==> src/rtl/pm_evt_pkg.sv <==
package pm_evt_pkg;
   localparam int REG_W      = 16;
   localparam int BIT_TMR    = 0;
   localparam int BIT_GBL    = 5;
   localparam int BIT_PWRBTN = 8;
   localparam int BIT_RTC    = 10;
   localparam int BIT_SUSP   = 13;
   localparam int BIT_WAKE   = 15;

   localparam logic [REG_W-1:0] SCI_MASK = REG_W'((1 << BIT_TMR) | (1 << BIT_GBL) |
                                                  (1 << BIT_PWRBTN) | (1 << BIT_RTC));
   localparam logic [REG_W-1:0] EN_MASK  = SCI_MASK | REG_W'(1 << BIT_SUSP);
   localparam logic [REG_W-1:0] STS_MASK = SCI_MASK | REG_W'(1 << BIT_WAKE);

   typedef enum logic [1:0] {
      SEL_STS  = 2'd0,
      SEL_EN   = 2'd1,
      SEL_CTL  = 2'd2,
      SEL_NONE = 2'd3
   } reg_sel_e;
endpackage

==> src/rtl/pm_free_timer.sv <==
module pm_free_timer #(
   parameter int TMR_W = 24
) (
   input  logic             clk,
   input  logic             rst_n,
   output logic [TMR_W-1:0] count
);
   always_ff @(posedge clk) begin
      if (!rst_n) count <= '0;
      else        count <= count + TMR_W'(1);
   end
endmodule

==> src/rtl/pm_ovf_cmp.sv <==
module pm_ovf_cmp #(
   parameter int TMR_W = 24
) (
   input  logic             clk,
   input  logic             rst_n,
   input  logic [TMR_W-1:0] count,
   input  logic             rearm,
   output logic             hit
);
   localparam logic [TMR_W-1:0] HALF = {1'b1, {(TMR_W-1){1'b0}}};

   logic [TMR_W-1:0] point_q;

   // next toggle of the top bit: the half boundary opposite to the current one
   always_ff @(posedge clk) begin
      if (!rst_n)     point_q <= HALF;
      else if (rearm) point_q <= {~count[TMR_W-1], {(TMR_W-1){1'b0}}};
   end

   // reached or passed: distance from the point lies in the first half-range
   assign hit = ((count - point_q) < HALF);
endmodule

==> src/rtl/pm_evt_status.sv <==
module pm_evt_status
   import pm_evt_pkg::*;
(
   input  logic             clk,
   input  logic             rst_n,
   input  reg_sel_e         sel,
   input  logic             wr,
   input  logic [REG_W-1:0] wdata,
   input  logic             evt_pwrbtn,
   input  logic             evt_wake,
   input  logic             evt_gbl,
   input  logic             evt_rtc,
   input  logic             tmr_hit,
   output logic [REG_W-1:0] sts_q,
   output logic [REG_W-1:0] en_q,
   output logic [REG_W-1:0] ctl_q,
   output logic [REG_W-1:0] sts_view,
   output logic             tmr_rearm,
   output logic             sci
);
   logic [REG_W-1:0] clr, set_vec, sts_d, en_d;

   assign sts_view = sts_q | (REG_W'(tmr_hit) << BIT_TMR);
   assign clr      = (wr && sel == SEL_STS) ? (wdata & STS_MASK) : '0;

   always_comb begin
      set_vec             = '0;
      set_vec[BIT_GBL]    = evt_gbl;
      set_vec[BIT_RTC]    = evt_rtc;
      set_vec[BIT_PWRBTN] = (evt_pwrbtn && en_q[BIT_PWRBTN]) || evt_wake;
      set_vec[BIT_WAKE]   = evt_wake;
   end

   assign sts_d     = ((sts_view & ~clr) | set_vec) & STS_MASK;
   assign en_d      = (wr && sel == SEL_EN) ? (wdata & EN_MASK) : en_q;
   assign tmr_rearm = clr[BIT_TMR] && sts_view[BIT_TMR];

   always_ff @(posedge clk) begin
      if (!rst_n) begin
         sts_q <= '0;
         en_q  <= '0;
         ctl_q <= '0;
         sci   <= 1'b0;
      end else begin
         sts_q <= sts_d;
         en_q  <= en_d;
         if (wr && sel == SEL_CTL) ctl_q <= wdata;
         sci   <= |(sts_d & en_d & SCI_MASK);
      end
   end
endmodule

==> src/rtl/pm_evt_regs.sv <==
module pm_evt_regs
   import pm_evt_pkg::*;
#(
   parameter int TMR_W  = 24,
   parameter int ADDR_W = 3
) (
   input  logic              clk,
   input  logic              rst_n,
   input  logic              reg_wr,
   input  logic [ADDR_W-1:0] reg_addr,
   input  logic [15:0]       reg_wdata,
   output logic [15:0]       reg_rdata,
   input  logic              evt_pwrbtn,
   input  logic              evt_wake,
   input  logic              evt_gbl,
   input  logic              evt_rtc,
   output logic [TMR_W-1:0]  tmr_count,
   output logic              sci
);
   localparam logic [ADDR_W-1:0] OFS_STS = ADDR_W'(0);
   localparam logic [ADDR_W-1:0] OFS_EN  = ADDR_W'(2);
   localparam logic [ADDR_W-1:0] OFS_CTL = ADDR_W'(4);

   generate
      if (TMR_W < 4) begin : g_bad_tmr
         $error("pm_evt_regs: TMR_W must be at least 4");
      end
      if (ADDR_W < 3) begin : g_bad_addr
         $error("pm_evt_regs: ADDR_W must reach offset 4");
      end
   endgenerate

   reg_sel_e         sel;
   logic             tmr_hit, tmr_rearm;
   logic [REG_W-1:0] sts_q, en_q, ctl_q, sts_view;

   always_comb begin
      if      (reg_addr == OFS_STS) sel = SEL_STS;
      else if (reg_addr == OFS_EN)  sel = SEL_EN;
      else if (reg_addr == OFS_CTL) sel = SEL_CTL;
      else                          sel = SEL_NONE;
   end

   pm_free_timer #(.TMR_W(TMR_W)) u_timer (
      .clk(clk), .rst_n(rst_n), .count(tmr_count)
   );

   pm_ovf_cmp #(.TMR_W(TMR_W)) u_ovf (
      .clk(clk), .rst_n(rst_n), .count(tmr_count), .rearm(tmr_rearm), .hit(tmr_hit)
   );

   pm_evt_status u_status (
      .clk(clk), .rst_n(rst_n), .sel(sel), .wr(reg_wr), .wdata(reg_wdata),
      .evt_pwrbtn(evt_pwrbtn), .evt_wake(evt_wake), .evt_gbl(evt_gbl), .evt_rtc(evt_rtc),
      .tmr_hit(tmr_hit), .sts_q(sts_q), .en_q(en_q), .ctl_q(ctl_q),
      .sts_view(sts_view), .tmr_rearm(tmr_rearm), .sci(sci)
   );

   always_comb begin
      unique case (sel)
         SEL_STS: reg_rdata = sts_view;
         SEL_EN:  reg_rdata = en_q;
         SEL_CTL: reg_rdata = ctl_q;
         default: reg_rdata = '0;
      endcase
   end
endmodule

==> config.mk <==
export PLATFORM = sky130hd
export DESIGN_NAME = pm_evt_regs
export DESIGN_NICKNAME = d
export VERILOG_FILES = /design/src/rtl/pm_evt_pkg.sv /design/src/rtl/pm_free_timer.sv /design/src/rtl/pm_ovf_cmp.sv /design/src/rtl/pm_evt_status.sv /design/src/rtl/pm_evt_regs.sv
export SDC_FILE = /design/constraint.sdc
export NUM_CORES = 1
export LEC_CHECK = 0
export BUFFER_PORTS_ARGS = -buffer_cell sky130_fd_sc_hd__buf_2
export CORE_ASPECT_RATIO = 1.2
export CORE_MARGIN = 10
export CORE_UTILIZATION = 40
export DETAILED_ROUTE_END_ITERATION = 6
export GPL_TIMING_DRIVEN = 0
export PLACE_DENSITY = 0.74
export SYNTH_ARGS = -nofsm -noshare
export SYNTH_HDL_FRONTEND = slang
export SYNTH_SLANG_ARGS = --single-unit
export TNS_END_PERCENT = 20
==> constraint.sdc <==
create_clock -name clk -period 2 [get_ports clk]
set_input_delay 0.4 -clock clk [delete_from_list [all_inputs] [get_ports clk]]
set_output_delay 0.4 -clock clk [all_outputs]
set_load 0.005 [all_outputs]
==> impl_metrics.json, run 1 <==
{
  "status": "finished, final reports clean",
  "place_area_mm2": 0.00281,
  "synth_xor_area_share_pct": 4.03,
  "grt_pass1_vias": 2154,
  "drt-wirelength-per-cell_um": 13.6,
  "drt_iter0_markers": 79,
  "synth-compound-area-share_pct": 13.2,
  "hp-class": "input port to flop",
  "grt_usage_pct": 12.7,
  "crit_path_start_kind": "input port",
  "path_max_fanout": 10,
  "synth-main-ff-cell": "dfxtp_1",
  "drive_above_1_share_pct": 24.3,
  "tightest_slew_ns": 0.536,
  "synthMuxAreaShare_pct": 4.60,
  "worst_ep_arrival_time_ns": 1.38,
  "antenna_found_initial": 0,
  "antenna-diode-count": 0,
  "clkTransAtPathRegs_ns": 0.09,
  "die_w_um": 90.6,
  "wl_mm": 5.97,
  "synthCells": 286,
  "maxCapViolCount": 0,
  "numCtsBuffers": 5,
  "powerDensity_mw_per_mm2": 627,
  "r2r_slack_ns": 0.29,
  "ys_ff_latch": 52,
  "fill_cells": 599,
  "worstSkewPairLatency_ns": 0.30,
  "cts_buffer_depth": 2,
  "grt_max_degree": 15,
  "fp.dieH_um": 105,
  "fin_worst_skew_ns": 0.00245,
  "synthArstFlopShare_pct": 0,
  "root_buffer": "clkbuf_8",
  "first_pass_iters": 5,
  "ios": 67,
  "fin_setup_tns_ns": 0,
  "mostFrequentLayoutCell": "buf_2",
  "yosys_warnings": 0,
  "final_cell_mix": "buf_2, dfxtp_1, nand2_1, a21oi_1, nor2_1",
  "seq_area_frac_synth_pct": 43.5,
  "ant_nets": 0,
  "pre_cts_ws_ns": 0.0402,
  "synth-simple-area-share_pct": 28.9,
  "grt_pass1_wl_mm": 10.3,
  "rsz0062_at_grt": "no",
  "hpwl_mm": 4.62,
  "num-nets-final": 384,
  "clkSinkCount": 52,
  "cp.required_ns": 1.60,
  "portBuffers": 64,
  "fin_cells": 438,
  "syn_area_mm2": 0.00239,
  "syn_avg_cell_area_um2": 8.36,
  "synth_top_family_by_area": "simple AND/OR/NAND/NOR gates",
  "synth-adder-area-share_pct": 0.523,
  "crit_type": "input port to primary output",
  "period_share_pct": 88.9,
  "synth_edf_count": 0,
  "syn-num-nets": 313,
  "drc": 0,
  "core_area_mm2": 0.00574,
  "htreeDepth": 2,
  "postLayoutSetupSlackWorst_ns": 0.222,
  "slew-limit-headroom_pct": 64.3,
  "grt_overflow": 0,
  "ys_types": 40,
  "p_leak_nw": 1.22,
  "cts.hold.buffers_added": 0,
  "slew_violations": 0,
  "gp_congestion": 0.807,
  "min_period_ns": 1.78,
  "num_rows": 30,
  "cts_tree": "built",
  "fmax_ghz": 0.563,
  "vias_per_cell": 4.95,
  "dp.cells": 430,
  "setup_viol": 0,
  "dr_total_vias": 2166,
  "vdd_drop_max_mv": 0.348,
  "hold_viol_final": 0,
  "start_util_pct": 41.6,
  "fin_area_mm2": 0.00290,
  "dieArea_mm2": 0.00948,
  "critPathCaptureType": "primary output",
  "area_growth_pct": 21.5
}
## timing repair
action,in CTS,in global routing
endpoints found under the hold margin,0,0
buffers inserted,0,0
setup endpoints to repair,0,5
gates resized for setup,0,3
## flip-flops by register name, indices dropped and copies added (netlist names)
signal	flops
u_status.sts_q	5
u_status.en_q	5
u_timer.count	24
u_status.ctl_q	16
u_status.sci	1
u_ovf.point_q	1
## kinds of logic after synthesis
family          after synthesis
flops                        52
simple gates                133
buf+inv                      26
xor+xnor                     11
compound gates               52
fa+ha+maj                     1
mux                          11
## metrics by stage
step / power (mW) / hold WS [ns] / util, %
after floorplan: 1.17 / 0.432 / -
after global placement: 1.24 / 0.437 / 49.0
after detailed placement: 1.24 / 0.442 / 49.0
after CTS: 1.85 / 0.320 / 50.5
after global routing: 1.92 / 0.326 / 50.6
final: 1.82 / 0.332 / 50.6
## worst paths after layout
| kind | to | from | cells after the start |
|---|---|---|---|
| hold reg to reg | u_status.ctl_q[12] | u_status.ctl_q[12] | 2 |
| hold / removal | u_status.ctl_q[12] | reg_wdata[12] | 3 |
| setup / recovery | reg_rdata[0] | reg_addr[1] | 6 |
| setup reg to reg | u_timer.count[16] | u_timer.count[0] | 5 |
## worst max-delay path, cell delays in order
cell and delay [ns]:
buf_2 0.10, buf_2 0.19, nor2_1 0.30, nand2_1 0.09
a21oi_1 0.14, buf_2 0.14
## area by class of cell
type | count | area, um^2 | share of cell area [%]
plain buffers | 17 | 91.3 | 3.15
well taps | 80 | 100 | 3.45
clock buffers | 8 | 90.1 | 3.10
repair buffers | 64 | 320 | 11.0
multi-input cells | 208 | 1230 | 42.2
inverters | 9 | 33.8 | 1.16
flip-flops and latches | 52 | 1040 | 35.9
## routing by layer
metal,share of wire [%],up-vias,GRT usage [%]
met2,51,50,22.1
met4,1.1,0,4.21
met1,44,989,15.0
met5,0,-,0
met3,3.9,4,2.51
li1,-,1123,-
## Yosys cell counts, types with 2 or more instances
library cell   n  area [um^2]
a21oi_1       32          160
a311oi_1       4         35.0
and2_1        14         87.6
and3_1         4         25.0
buf_2          6         30.0
buf_6          2         22.5
clkbuf_1       7         26.3
dfxtp_1       52         1040
inv_1          8         30.0
mux2i_1       11          110
nand2_1       50          188
nand2b_1       4         25.0
nand3_1       10         50.1
nand4_1        2         12.5
nor2_1        28          105
nor3_1         2         10.0
nor4_1         2         12.5
o211ai_1       2         15.0
o21ai_0        2         10.0
o31ai_1        8         60.1
or4_1          8         60.1
xnor2_1        4         35.0
xor2_1         7         61.3
## where the power goes
part | switching, mW | internal [mW]
registers | 0.0128 | 1.06
logic | 0.0827 | 0.0602
clock network | 0.325 | 0.283
total | 0.421 | 1.40
Note: power is estimated with default switching activity, not from simulation.
==> inputs of run 2 (changes only) <==
--- a/config.mk
+++ b/config.mk
@@ -11,7 +11,7 @@
 export CORE_UTILIZATION = 40
 export DETAILED_ROUTE_END_ITERATION = 6
 export GPL_TIMING_DRIVEN = 0
-export PLACE_DENSITY = 0.74
+export PLACE_DENSITY = 0.66
 export SYNTH_ARGS = -nofsm -noshare
 export SYNTH_HDL_FRONTEND = slang
 export SYNTH_SLANG_ARGS = --single-unit
==> constraint.sdc (replaced) <==
create_clock -name clk -period 2.3 [get_ports clk]
set_input_delay 0.46 -clock clk [delete_from_list [all_inputs] [get_ports clk]]
set_output_delay 0.46 -clock clk [all_outputs]
set_load 0.005 [all_outputs]
==> impl_metrics.json, run 2 (synthesis gave the netlist of run 1 again) <==
{
  "status": "finished, final reports clean",
  "first_pass_iters": 4,
  "hp-class": "input port to flop",
  "p_leak_nw": 1.21,
  "drt_iter0_markers": 119,
  "p_total_mw": 1.58,
  "powerDensity_mw_per_mm2": 546,
  "slew_violations": 0,
  "place_area_mm2": 0.00281,
  "vias_per_cell": 4.97,
  "maxCapViolCount": 0,
  "numCtsBuffers": 5,
  "fmax_ghz": 0.506,
  "grt_usage_pct": 12.5,
  "cts.hold.buffers_added": 0,
  "fin_worst_skew_ns": 0.00800,
  "grt_pass1_wl_mm": 10.2,
  "portBuffers": 64,
  "worstSkewPairLatency_ns": 0.31,
  "final_cell_mix": "buf_2, dfxtp_1, nand2_1, a21oi_1, nor2_1",
  "hpwl_mm": 4.47,
  "cpPeakStageDelay_ns": 0.32,
  "antenna_found_initial": 0,
  "crit_path_start_kind": "input port",
  "slew-limit-headroom_pct": 63.5,
  "clkSinkCount": 52,
  "htreeDepth": 2,
  "path_max_fanout": 10,
  "fill_cells": 592,
  "root_buffer": "clkbuf_8",
  "drive_above_1_share_pct": 24.0,
  "rsz0062_at_grt": "no",
  "wl_mm": 5.90,
  "start_util_pct": 41.6,
  "cts_resized": 0,
  "die_w_um": 90.6,
  "dieArea_mm2": 0.00948,
  "tightest_slew_ns": 0.547,
  "dr_total_vias": 2176,
  "cp_slowest_cell": "clkbuf_1",
  "grt_pass1_vias": 2205,
  "largest_reg_flops": 24,
  "setup_viol": 0,
  "num-nets-final": 384,
  "postLayoutSetupSlackWorst_ns": 0.322,
  "cts_tree": "built",
  "antenna-diode-count": 0,
  "num_rows": 30,
  "grt_max_degree": 17,
  "vdd_drop_max_mv": 0.269,
  "postCtsSetupRepairBufs": 0,
  "hold_viol_final": 0,
  "fp.dieH_um": 105,
  "regMostFlops": "u_timer.count",
  "crit_top_cell": "buf_2",
  "gp_congestion": 0.806,
  "min_period_ns": 1.98,
  "fin_area_mm2": 0.00290,
  "worst_ep_arrival_time_ns": 1.52,
  "core_area_mm2": 0.00574,
  "crit_type": "input port to primary output",
  "drc": 0,
  "cp.required_ns": 1.84,
  "period_share_pct": 86.0,
  "top_regs": "u_timer.count (24), u_status.ctl_q (16)",
  "grt_overflow": 0,
  "ant_nets": 0,
  "whs_ns": 0.375,
  "ios": 67,
  "pre_cts_ws_ns": 0.249,
  "mostFrequentLayoutCell": "buf_2",
  "path_cells": "buf_2, nor3b_1, clkbuf_1, and2_1, buf_2",
  "cts_buffer_depth": 2,
  "critPathCaptureType": "primary output",
  "drt-wirelength-per-cell_um": 13.5,
  "area_growth_pct": 21.3,
  "fin_setup_tns_ns": 0,
  "clkTransAtPathRegs_ns": 0.10
}
run 2: changes by cell type in the layout (fill, tap and decap cells not counted), sizes merged:
cell | previous run | this run
clkinvlp | 0 | 1
clkbuf | 15 | 13
clkinv | 1 | 2
run 2: worst max-delay path: cells and delay by family:
family                 cells  cell delay, ns
buffers and inverters      3            0.59
and+or+nand+nor            2            0.47
run 2: layout make-up:
| class | instances | area [um^2] | area share, % |
|---|---|---|---|
| Buffer | 17 | 90.1 | 3.11 |
| Timing Repair Buffer | 64 | 320 | 11.0 |
| Multi-Input combinational cell | 208 | 1230 | 42.3 |
| Clock buffer | 6 | 72.6 | 2.50 |
| Sequential cell | 52 | 1040 | 35.9 |
| Inverter | 9 | 33.8 | 1.16 |
| Clock inverter | 2 | 16.3 | 0.561 |
| Tap cell | 80 | 100 | 3.45 |
run 2: per-stage QoR:
stage / util, % / instances
4_1_cts: 50.5 / 438
6_report: 50.5 / 438
2_1_floorplan: - / 286
5_1_grt: 50.5 / 438
3_5_place_dp: 49.0 / 430
3_3_place_gp: 49.0 / 430
run 2: power by group:
part	switching (mW)	leakage (nW)	internal, mW
Sequential	0.0110	0.422	0.919
Combinational	0.0722	0.747	0.0521
Clock	0.312	0.0414	0.217
run 2: worst paths after layout:
check	depth (start not counted)	from	to	slack, ns
worst max-delay path	5	reg_addr[0]	reg_rdata[9]	0.32
worst min-delay path	3	reg_wdata[6]	u_status.ctl_q[6]	0.37
worst max register to register	6	u_timer.count[2]	u_timer.count[17]	0.58
worst min register to register	2	u_status.ctl_q[6]	u_status.ctl_q[6]	0.46
run 2: routing by layer:
layer	GRT usage, %	up-vias	routed length (um)
li1	-	1124	-
met1	14.8	1004	2750
met2	21.7	42	2840
met3	2.86	6	242
met4	3.87	0	76
met5	0	-	0
==> inputs of run 3 (changes only) <==
--- a/config.mk
+++ b/config.mk
@@ -11,7 +11,7 @@
 export CORE_UTILIZATION = 40
 export DETAILED_ROUTE_END_ITERATION = 6
 export GPL_TIMING_DRIVEN = 0
-export PLACE_DENSITY = 0.66
+export PLACE_DENSITY_LB_ADDON = 0.2
 export SYNTH_ARGS = -nofsm -noshare
 export SYNTH_HDL_FRONTEND = slang
 export SYNTH_SLANG_ARGS = --single-unit
==> impl_metrics.json, run 3 (synthesis gave the netlist of run 1 again) <==
{
  "hold_viol_final": 0,
  "critPathCaptureType": "primary output",
  "cts_buffer_depth": 2,
  "met3_length_um": 365,
  "cts_resized": 0,
  "drive_above_1_share_pct": 24.3,
  "largest_reg_flops": 24,
  "drt_iter0_markers": 58,
  "numCtsBuffers": 5,
  "hpwl_mm": 4.54,
  "postCtsSetupRepairBufs": 0,
  "htreeDepth": 2,
  "cts.hold.buffers_added": 0,
  "vdd_drop_max_mv": 0.306,
  "final_cell_mix": "buf_2, dfxtp_1, nand2_1, a21oi_1, nor2_1",
  "powerDensity_mw_per_mm2": 551,
  "hold_depth": 3,
  "clkTransAtPathRegs_ns": 0.09,
  "rsz0062_at_grt": "no",
  "grt_overflow": 0,
  "mostFrequentLayoutCell": "buf_2",
  "wl_mm": 6.04,
  "grt_pass1_vias": 2051,
  "r2r_slack_ns": 0.59,
  "dieArea_mm2": 0.00948,
  "p_leak_nw": 1.22,
  "p_total_mw": 1.60,
  "setup_viol": 0,
  "num_rows": 30,
  "drc": 0,
  "antenna_found_initial": 0,
  "drt-wirelength-per-cell_um": 13.8,
  "dp.cells": 430,
  "multi_input_area_mm2": 0.00123,
  "hp-class": "input port to flop",
  "die_w_um": 90.6,
  "regMostFlops": "u_timer.count",
  "status": "finished, final reports clean",
  "fill_cells": 603,
  "grt_max_degree": 16,
  "top_regs": "u_timer.count (24), u_status.ctl_q (16)",
  "vias_per_cell": 4.98,
  "start_util_pct": 41.6,
  "timing.rr.end": "u_timer.count[21]",
  "period_share_pct": 88.1,
  "fmax_ghz": 0.493,
  "cp.required_ns": 1.84,
  "grt_usage_pct": 12.2,
  "ant_nets": 0,
  "met2WireLength_mm": 2.77,
  "maxCapViolCount": 0,
  "core_area_mm2": 0.00574,
  "portBuffers": 64,
  "root_buffer": "clkbuf_8",
  "path_max_fanout": 10,
  "top_layer_used": "met4",
  "worstSkewPairLatency_ns": 0.30,
  "first_pass_iters": 4,
  "fin_worst_skew_ns": 0.00392,
  "gp_congestion": 0.814,
  "cts_tree": "built",
  "crit_path_start_kind": "input port",
  "fp.dieH_um": 105,
  "slew-limit-headroom_pct": 64.3,
  "dr_total_vias": 2183,
  "min_to": "u_status.ctl_q[3]",
  "crit_type": "input port to primary output",
  "worst_ep_arrival_time_ns": 1.57,
  "clkSinkCount": 52,
  "ios": 67,
  "fin_setup_tns_ns": 0,
  "grt_pass1_wl_mm": 9.78,
  "min_period_ns": 2.03,
  "area_growth_pct": 21.5,
  "fin_cells": 438,
  "antenna-diode-count": 0,
  "rr_startpoint": "u_timer.count[2]",
  "num-nets-final": 384,
  "min_from": "reg_wdata[3]",
  "wl_met1_mm": 2.82,
  "tightest_slew_ns": 0.535,
  "slew_violations": 0,
  "reg2reg_depth": 6,
  "seqCellArea_mm2": 0.00104
}
## run 3: cell count changes in the layout (fill, tap and decap cells not counted), sizes merged
cell	before	now
clkinv	2	3
clkinvlp	1	0
## run 3: metal layers
metal / vias up / track usage, %
met5: - / 0
met4: 0 / 3.76
met3: 8 / 4.37
met2: 47 / 20.7
met1: 997 / 14.1
li1: 1131 / -
## run 3: worst max path at each step
stage,cells past startpoint,from,end
2_1_floorplan,6,reg_addr[0],u_status.sci
3_3_place_gp,5,reg_addr[0],reg_rdata[14]
3_5_place_dp,7,reg_addr[1],u_status.sci
4_1_cts,5,reg_addr[0],reg_rdata[2]
5_1_grt,5,reg_addr[0],reg_rdata[14]
6_report,5,reg_addr[0],reg_rdata[14]
## run 3: worst max-delay path, stage by stage
cell	delay (ns)
buf_2	0.16
nor3b_1	0.32
clkbuf_1	0.32
and2_1	0.18
buf_2	0.11
## run 3: per-stage QoR
| step | worst slack, ns | utilization, % | area (um^2) | hold slack [ns] |
|---|---|---|---|---|
| detailed placement | 0.238 | 49.0 | 2810 | 0.444 |
| CTS | 0.236 | 50.6 | 2900 | 0.378 |
| global placement | 0.247 | 49.0 | 2810 | 0.438 |
| global route | 0.141 | 50.6 | 2900 | 0.384 |
| finish | 0.274 | 50.6 | 2900 | 0.381 |
| floorplan | 0.521 | - | 2390 | 0.432 |
## run 3: layout make-up
type                            instances  area share (%)
Multi-Input combinational cell        208            42.2
Sequential cell                        52            35.8
Timing Repair Buffer                   64            11.0
Tap cell                               80            3.45
Buffer                                 17            3.10
Clock buffer                            6            2.84
Inverter                                9            1.16
Clock inverter                          2           0.345
## run 3: power breakdown
part	internal [mW]	total [mW]	switching (mW)	leakage, nW
registers	0.919	0.930	0.0111	0.422
clock network	0.241	0.545	0.304	0.0510
logic	0.0522	0.124	0.0721	0.747
